## src/rtl/dn_pkg.sv

```systemverilog
package dn_pkg;

  typedef struct packed {
    logic irq_en;
    logic wb_en;
    logic marked_only;
    logic stat_all;
    logic stat_icv;
  } dn_cfg_t;

  typedef struct packed {
    logic irq_owed;   // interrupt owed for this descriptor
    logic wb_done;    // done code must be written
    logic wb_stat;    // status field must be written
  } dn_plan_t;

  function automatic logic dn_notified(dn_cfg_t c, logic done_req);
    return !c.marked_only || done_req;
  endfunction

  function automatic logic dn_status_due(dn_cfg_t c, logic icv);
    return c.stat_all || (c.stat_icv && icv);
  endfunction

  function automatic dn_plan_t dn_decide(dn_cfg_t c, logic done_req,
                                         logic icv, logic err);
    dn_plan_t p;
    logic n;
    n = dn_notified(c, done_req);
    if (err) begin
      p.irq_owed = 1'b1;
      p.wb_done  = 1'b0;
      p.wb_stat  = 1'b0;
    end else begin
      p.irq_owed = n && c.irq_en;
      p.wb_done  = n && c.wb_en;
      p.wb_stat  = dn_status_due(c, icv);
    end
    return p;
  endfunction

endpackage

```

## src/rtl/dn_policy.sv

```systemverilog
module dn_policy
  import dn_pkg::*;
(
  input  dn_cfg_t  cfg,
  input  logic     done_req,
  input  logic     icv,
  input  logic     err,
  output dn_plan_t plan,
  output logic     needs_wb
);
  always_comb begin
    plan     = dn_decide(cfg, done_req, icv, err);
    needs_wb = plan.wb_done || plan.wb_stat;
  end
endmodule

```

## src/rtl/dn_wb_track.sv

```systemverilog
module dn_wb_track
  import dn_pkg::*;
#(
  parameter int unsigned       DONE_W    = 8,
  parameter logic [DONE_W-1:0] DONE_CODE = '1
) (
  input  logic              clk,
  input  logic              rst_n,
  input  logic              start,      // accepted completion needing a write
  input  dn_plan_t          plan,
  input  logic              ack,
  output logic              pending,
  output logic [DONE_W-1:0] done_code,
  output logic              status_flag,
  output logic              ack_evt,
  output logic              irq_after
);
  typedef enum logic {ST_IDLE, ST_WAIT} st_t;
  st_t  st;
  logic done_q, stat_q, irq_q;

  assign ack_evt = (st == ST_WAIT) && ack;

  always_ff @(posedge clk) begin
    if (!rst_n) begin
      st     <= ST_IDLE;
      done_q <= 1'b0;
      stat_q <= 1'b0;
      irq_q  <= 1'b0;
    end else begin
      case (st)
        ST_IDLE: if (start) begin
          st     <= ST_WAIT;
          done_q <= plan.wb_done;
          stat_q <= plan.wb_stat;
          irq_q  <= plan.irq_owed;
        end
        ST_WAIT: if (ack) begin
          st     <= ST_IDLE;
          done_q <= 1'b0;
          stat_q <= 1'b0;
          irq_q  <= 1'b0;
        end
        default: st <= ST_IDLE;
      endcase
    end
  end

  assign pending     = (st == ST_WAIT);
  assign done_code   = done_q ? DONE_CODE : '0;
  assign status_flag = stat_q;
  assign irq_after   = ack_evt && irq_q;
endmodule

```

## src/rtl/dn_irq_pulse.sv

```systemverilog
module dn_irq_pulse (
  input  logic clk,
  input  logic rst_n,
  input  logic fire,
  output logic pulse
);
  always_ff @(posedge clk) begin
    if (!rst_n) pulse <= 1'b0;
    else        pulse <= fire;
  end
endmodule

```

## src/rtl/dn_notify_top.sv

```systemverilog
module dn_notify_top
  import dn_pkg::*;
#(
  parameter int unsigned       DONE_W    = 8,
  parameter logic [DONE_W-1:0] DONE_CODE = '1
) (
  input  logic              clk,
  input  logic              rst_n,
  input  logic              cfg_irq_en,
  input  logic              cfg_wb_en,
  input  logic              cfg_marked_only,
  input  logic              cfg_stat_all,
  input  logic              cfg_stat_icv,
  input  logic              cmpl_valid,
  input  logic              cmpl_error,
  input  logic              desc_done_req,
  input  logic              desc_icv,
  input  logic              wb_ack,
  output logic              wb_req,
  output logic [DONE_W-1:0] wb_done_code,
  output logic              wb_status_flag,
  output logic              irq_pulse,
  output logic              busy
);
  dn_cfg_t  cfg;
  dn_plan_t plan;
  logic     needs_wb;
  logic     accept_evt;   // completion taken this cycle
  logic     ack_evt;      // outstanding write acknowledged this cycle
  logic     irq_after;
  logic     irq_fire;

  assign cfg = '{irq_en: cfg_irq_en, wb_en: cfg_wb_en,
                 marked_only: cfg_marked_only,
                 stat_all: cfg_stat_all, stat_icv: cfg_stat_icv};

  dn_policy u_policy (
    .cfg      (cfg),
    .done_req (desc_done_req),
    .icv      (desc_icv),
    .err      (cmpl_error),
    .plan     (plan),
    .needs_wb (needs_wb)
  );

  assign accept_evt = cmpl_valid && !busy;

  dn_wb_track #(.DONE_W(DONE_W), .DONE_CODE(DONE_CODE)) u_track (
    .clk         (clk),
    .rst_n       (rst_n),
    .start       (accept_evt && needs_wb),
    .plan        (plan),
    .ack         (wb_ack),
    .pending     (busy),
    .done_code   (wb_done_code),
    .status_flag (wb_status_flag),
    .ack_evt     (ack_evt),
    .irq_after   (irq_after)
  );

  assign wb_req   = busy;
  assign irq_fire = (accept_evt && !needs_wb && plan.irq_owed) || irq_after;

  dn_irq_pulse u_irq (
    .clk   (clk),
    .rst_n (rst_n),
    .fire  (irq_fire),
    .pulse (irq_pulse)
  );
endmodule

```

## config.mk

```make
export PLATFORM = sky130hd
export DESIGN_NAME = dn_notify_top
export DESIGN_NICKNAME = d
export VERILOG_FILES = /design/src/rtl/dn_pkg.sv /design/src/rtl/dn_policy.sv /design/src/rtl/dn_wb_track.sv /design/src/rtl/dn_irq_pulse.sv /design/src/rtl/dn_notify_top.sv
export SDC_FILE = /design/constraint.sdc
export NUM_CORES = 1
export LEC_CHECK = 0
export BUFFER_PORTS_ARGS = -buffer_cell sky130_fd_sc_hd__buf_2
export CAP_MARGIN = 20
export CORE_AREA = 2 2 39 41
export CTS_CLUSTER_SIZE = 8
export DETAILED_ROUTE_END_ITERATION = 12
export DIE_AREA = 0 0 41 43
export PLACE_DENSITY = 0.54
export SYNTH_ARGS = -nofsm -noshare
export SYNTH_HDL_FRONTEND = slang
export SYNTH_HIERARCHICAL = 1
export SYNTH_SLANG_ARGS = --single-unit
```

## constraint.sdc

```tcl
create_clock -name clk -period 1.84 [get_ports clk]
set_input_delay 0.368 -clock clk [delete_from_list [all_inputs] [get_ports clk]]
set_output_delay 0.368 -clock clk [all_outputs]
set_load 0.02 [all_outputs]
```

==> results.json <==
{
  "status": "finished, final reports clean",
  "cts_root_buf": "clkbuf_4",
  "die_area_um2": 1760,
  "grtUsageTotal_pct": 10.0,
  "holdPathEnd": "u_track/pending",
  "area_growth_pct": 28.4,
  "synth-seq-cells": 5,
  "crit_path_end_kind": "flip-flop",
  "numCtsBuffers": 3,
  "synthDistinctLibCells": 19,
  "final_area_um2": 424,
  "cts.sinks": 5,
  "r2r_start": "u_track/pending",
  "hold_violations": 0,
  "cts_max_level": 1,
  "cts_setup_buffers": 0,
  "synth_nets": 53,
  "layout-drive-gt1-share_pct": 50.8,
  "r2r_setup_slack_ns": 0.68,
  "criticalPathCategory": "in -> reg",
  "first_pass_iters": 2,
  "critPathBufInv": 1,
  "min_path_type": "in -> reg",
  "critPathTopFamily": "simple AND/OR/NAND/NOR gates",
  "hold_path_depth": 3,
  "final_cell_mix": "buf_2, nand2_1, dfxtp_1, o22ai_1",
  "cp.arrival_ns": 1.47,
  "multi_input_area_um2": 159,
  "num_vias": 330,
  "maxCapViolations": 0,
  "power-per-cell-area_nw_per_um2": 744,
  "drc": 0,
  "ys_warn_count": 6,
  "cp_cell_sequence": "buf_2, nand2b_1, o22ai_1, and3b_2, or2b_1, o22ai_1",
  "p_leak_uw": 0.000236,
  "portBuffers": 23,
  "grt_pass1_vias": 300,
  "hold_path_startpoint": "wb_ack",
  "slew_headroom_pct": 83.7,
  "drtIter0Drc": 4,
  "regArea_um2": 100,
  "setup_viol": 0,
  "grt_pass1_wl_um": 1170,
  "tightest_slew_ns": 0.241,
  "fin_skew_ns": 0.00163,
  "placed_area_um2": 398,
  "reg2reg_to": "u_track/irq_q",
  "grt_overflow": 0,
  "final_common_cell": "buf_2",
  "fmax_mhz": 768,
  "critical_path.max_stage_delay_ns": 0.27,
  "clk_pin_slew_ns": 0.04,
  "wl_per_cell_um": 9.31,
  "cp_max_fo": 4,
  "gp_congestion": 0.718,
  "path_common_cell": "o22ai_1",
  "wirelength_um": 698,
  "die_width_um": 41,
  "n_fill_cell": 164,
  "clk_latency_ns": 0.24,
  "initial_core_util_pct": 23.9,
  "antenna_found_initial": 0,
  "post_cts_resized": 0,
  "io_pins": 24,
  "worst_ep_required_time_ns": 2.01,
  "synthCells": 41,
  "whs_ns": 0.429,
  "ctsHoldBuffers": 0,
  "dp_slack_ns": 0.294,
  "detailed_place_hpwl_um": 548,
  "drtAntennaViolNets": 0,
  "detail_route.vias_per_cell": 4.40,
  "ir_drop_v": 0.000167,
  "cp_slowest_cell": "or2b_1",
  "fin_crit_sh_pct": 70.8,
  "cts_tree": "done",
  "syn_area_um2": 330,
  "tns_ns": 0,
  "fin_nets": 72,
  "placementRows": 14,
  "setup_slack_ns": 0.537,
  "power_uw": 316,
  "avgSynthCellArea_um2": 8.06,
  "diodes": 0,
  "core_um2": 1380,
  "reg2regPathDepth": 3,
  "clock_path_buffers": 2,
  "fin_crit_ns": 1.30,
  "grt_max_degree": 10,
  "drv_slew": 0,
  "rsz0062_at_grt": "no",
  "yosysSeqAreaShare_pct": 30.3,
  "cp-start-kind": "primary input",
  "die_h_um": 43
}
power by group:
part / switching, µW / internal (µW) / leakage, µW
Combinational: 35.2 / 31.6 / 0.000181
Clock: 46.3 / 82.1 / 0.0000150
Sequential: 5.89 / 115 / 0.0000408
tightest hold or removal path: stages:
cell,delay (ns)
buf_2,0.09
and2_2,0.13
nor2_1,0.04
synthesized netlist by cell type:
master | number | area, µm²
or2b_1 | 1 | 7.51
o21bai_1 | 1 | 7.51
buf_4 | 9 | 67.6
and3b_2 | 1 | 10.0
inv_1 | 1 | 3.75
nand2_1 | 6 | 22.5
nor2b_1 | 1 | 6.26
dfxtp_1 | 5 | 100
nor4bb_1 | 1 | 10.0
and2_1 | 1 | 6.26
and3_2 | 1 | 7.51
o22ai_1 | 4 | 25.0
o21ai_0 | 1 | 5.00
nand2b_1 | 1 | 6.26
and2_2 | 1 | 7.51
mux2_4 | 1 | 15.0
a21oi_1 | 1 | 5.00
or2_1 | 1 | 6.26
nor2_1 | 3 | 11.3
cell families (layout without fill, tap and decap cells):
| logic type | count (synthesis) | count (layout) | synth area share, % |
|---|---|---|---|
| and+or+nand+nor | 18 | 18 | 30.7 |
| buffers and inverters | 10 | 28 | 21.6 |
| AOI/OAI and AO/OA | 7 | 7 | 12.9 |
| muxes | 1 | 1 | 4.54 |
| DFF | 5 | 5 | 30.3 |
registers in the layout, summed over array words and instances, names as in the netlist:
name                 cells
u_irq/pulse              1
u_track/done_q           1
u_track/status_flag      1
u_track/pending          1
u_track/irq_q            1
metal layers:
metal	GRT usage (%)	routed length [µm]	vias to the layer above
met5	0	0	-
met4	10.0	0	0
met3	1.57	60	0
met2	14.4	348	21
met1	11.5	289	143
li1	-	-	166
worst max path at each step:
stage / from / to / slack, ns / cells past startpoint
after global placement: cmpl_error / u_track/done_q / 0.31 / 6
after global routing: cmpl_error / u_track/status_flag / 0.46 / 6
after CTS: cmpl_error / u_track/irq_q / 0.55 / 6
final: cmpl_error / u_track/irq_q / 0.54 / 6
after detailed placement: cmpl_error / u_track/done_q / 0.29 / 6
after floorplan: cfg_marked_only / u_track/done_q / 0.50 / 5
stage by stage:
stage	cells	utilization (%)
floorplan	41	-
global placement	71	28.8
detailed placement	71	28.8
CTS	75	30.7
global route	75	30.7
finish	75	30.7
final cells by class:
type / instances / share of cell area (%)
tap: 16 / 4.72
clock buffer: 4 / 6.19
multi-input combinational: 26 / 37.5
inverter: 1 / 0.885
timing repair buffer: 23 / 27.1
sequential: 5 / 23.6
Note: power is estimated with default switching activity, not from simulation.
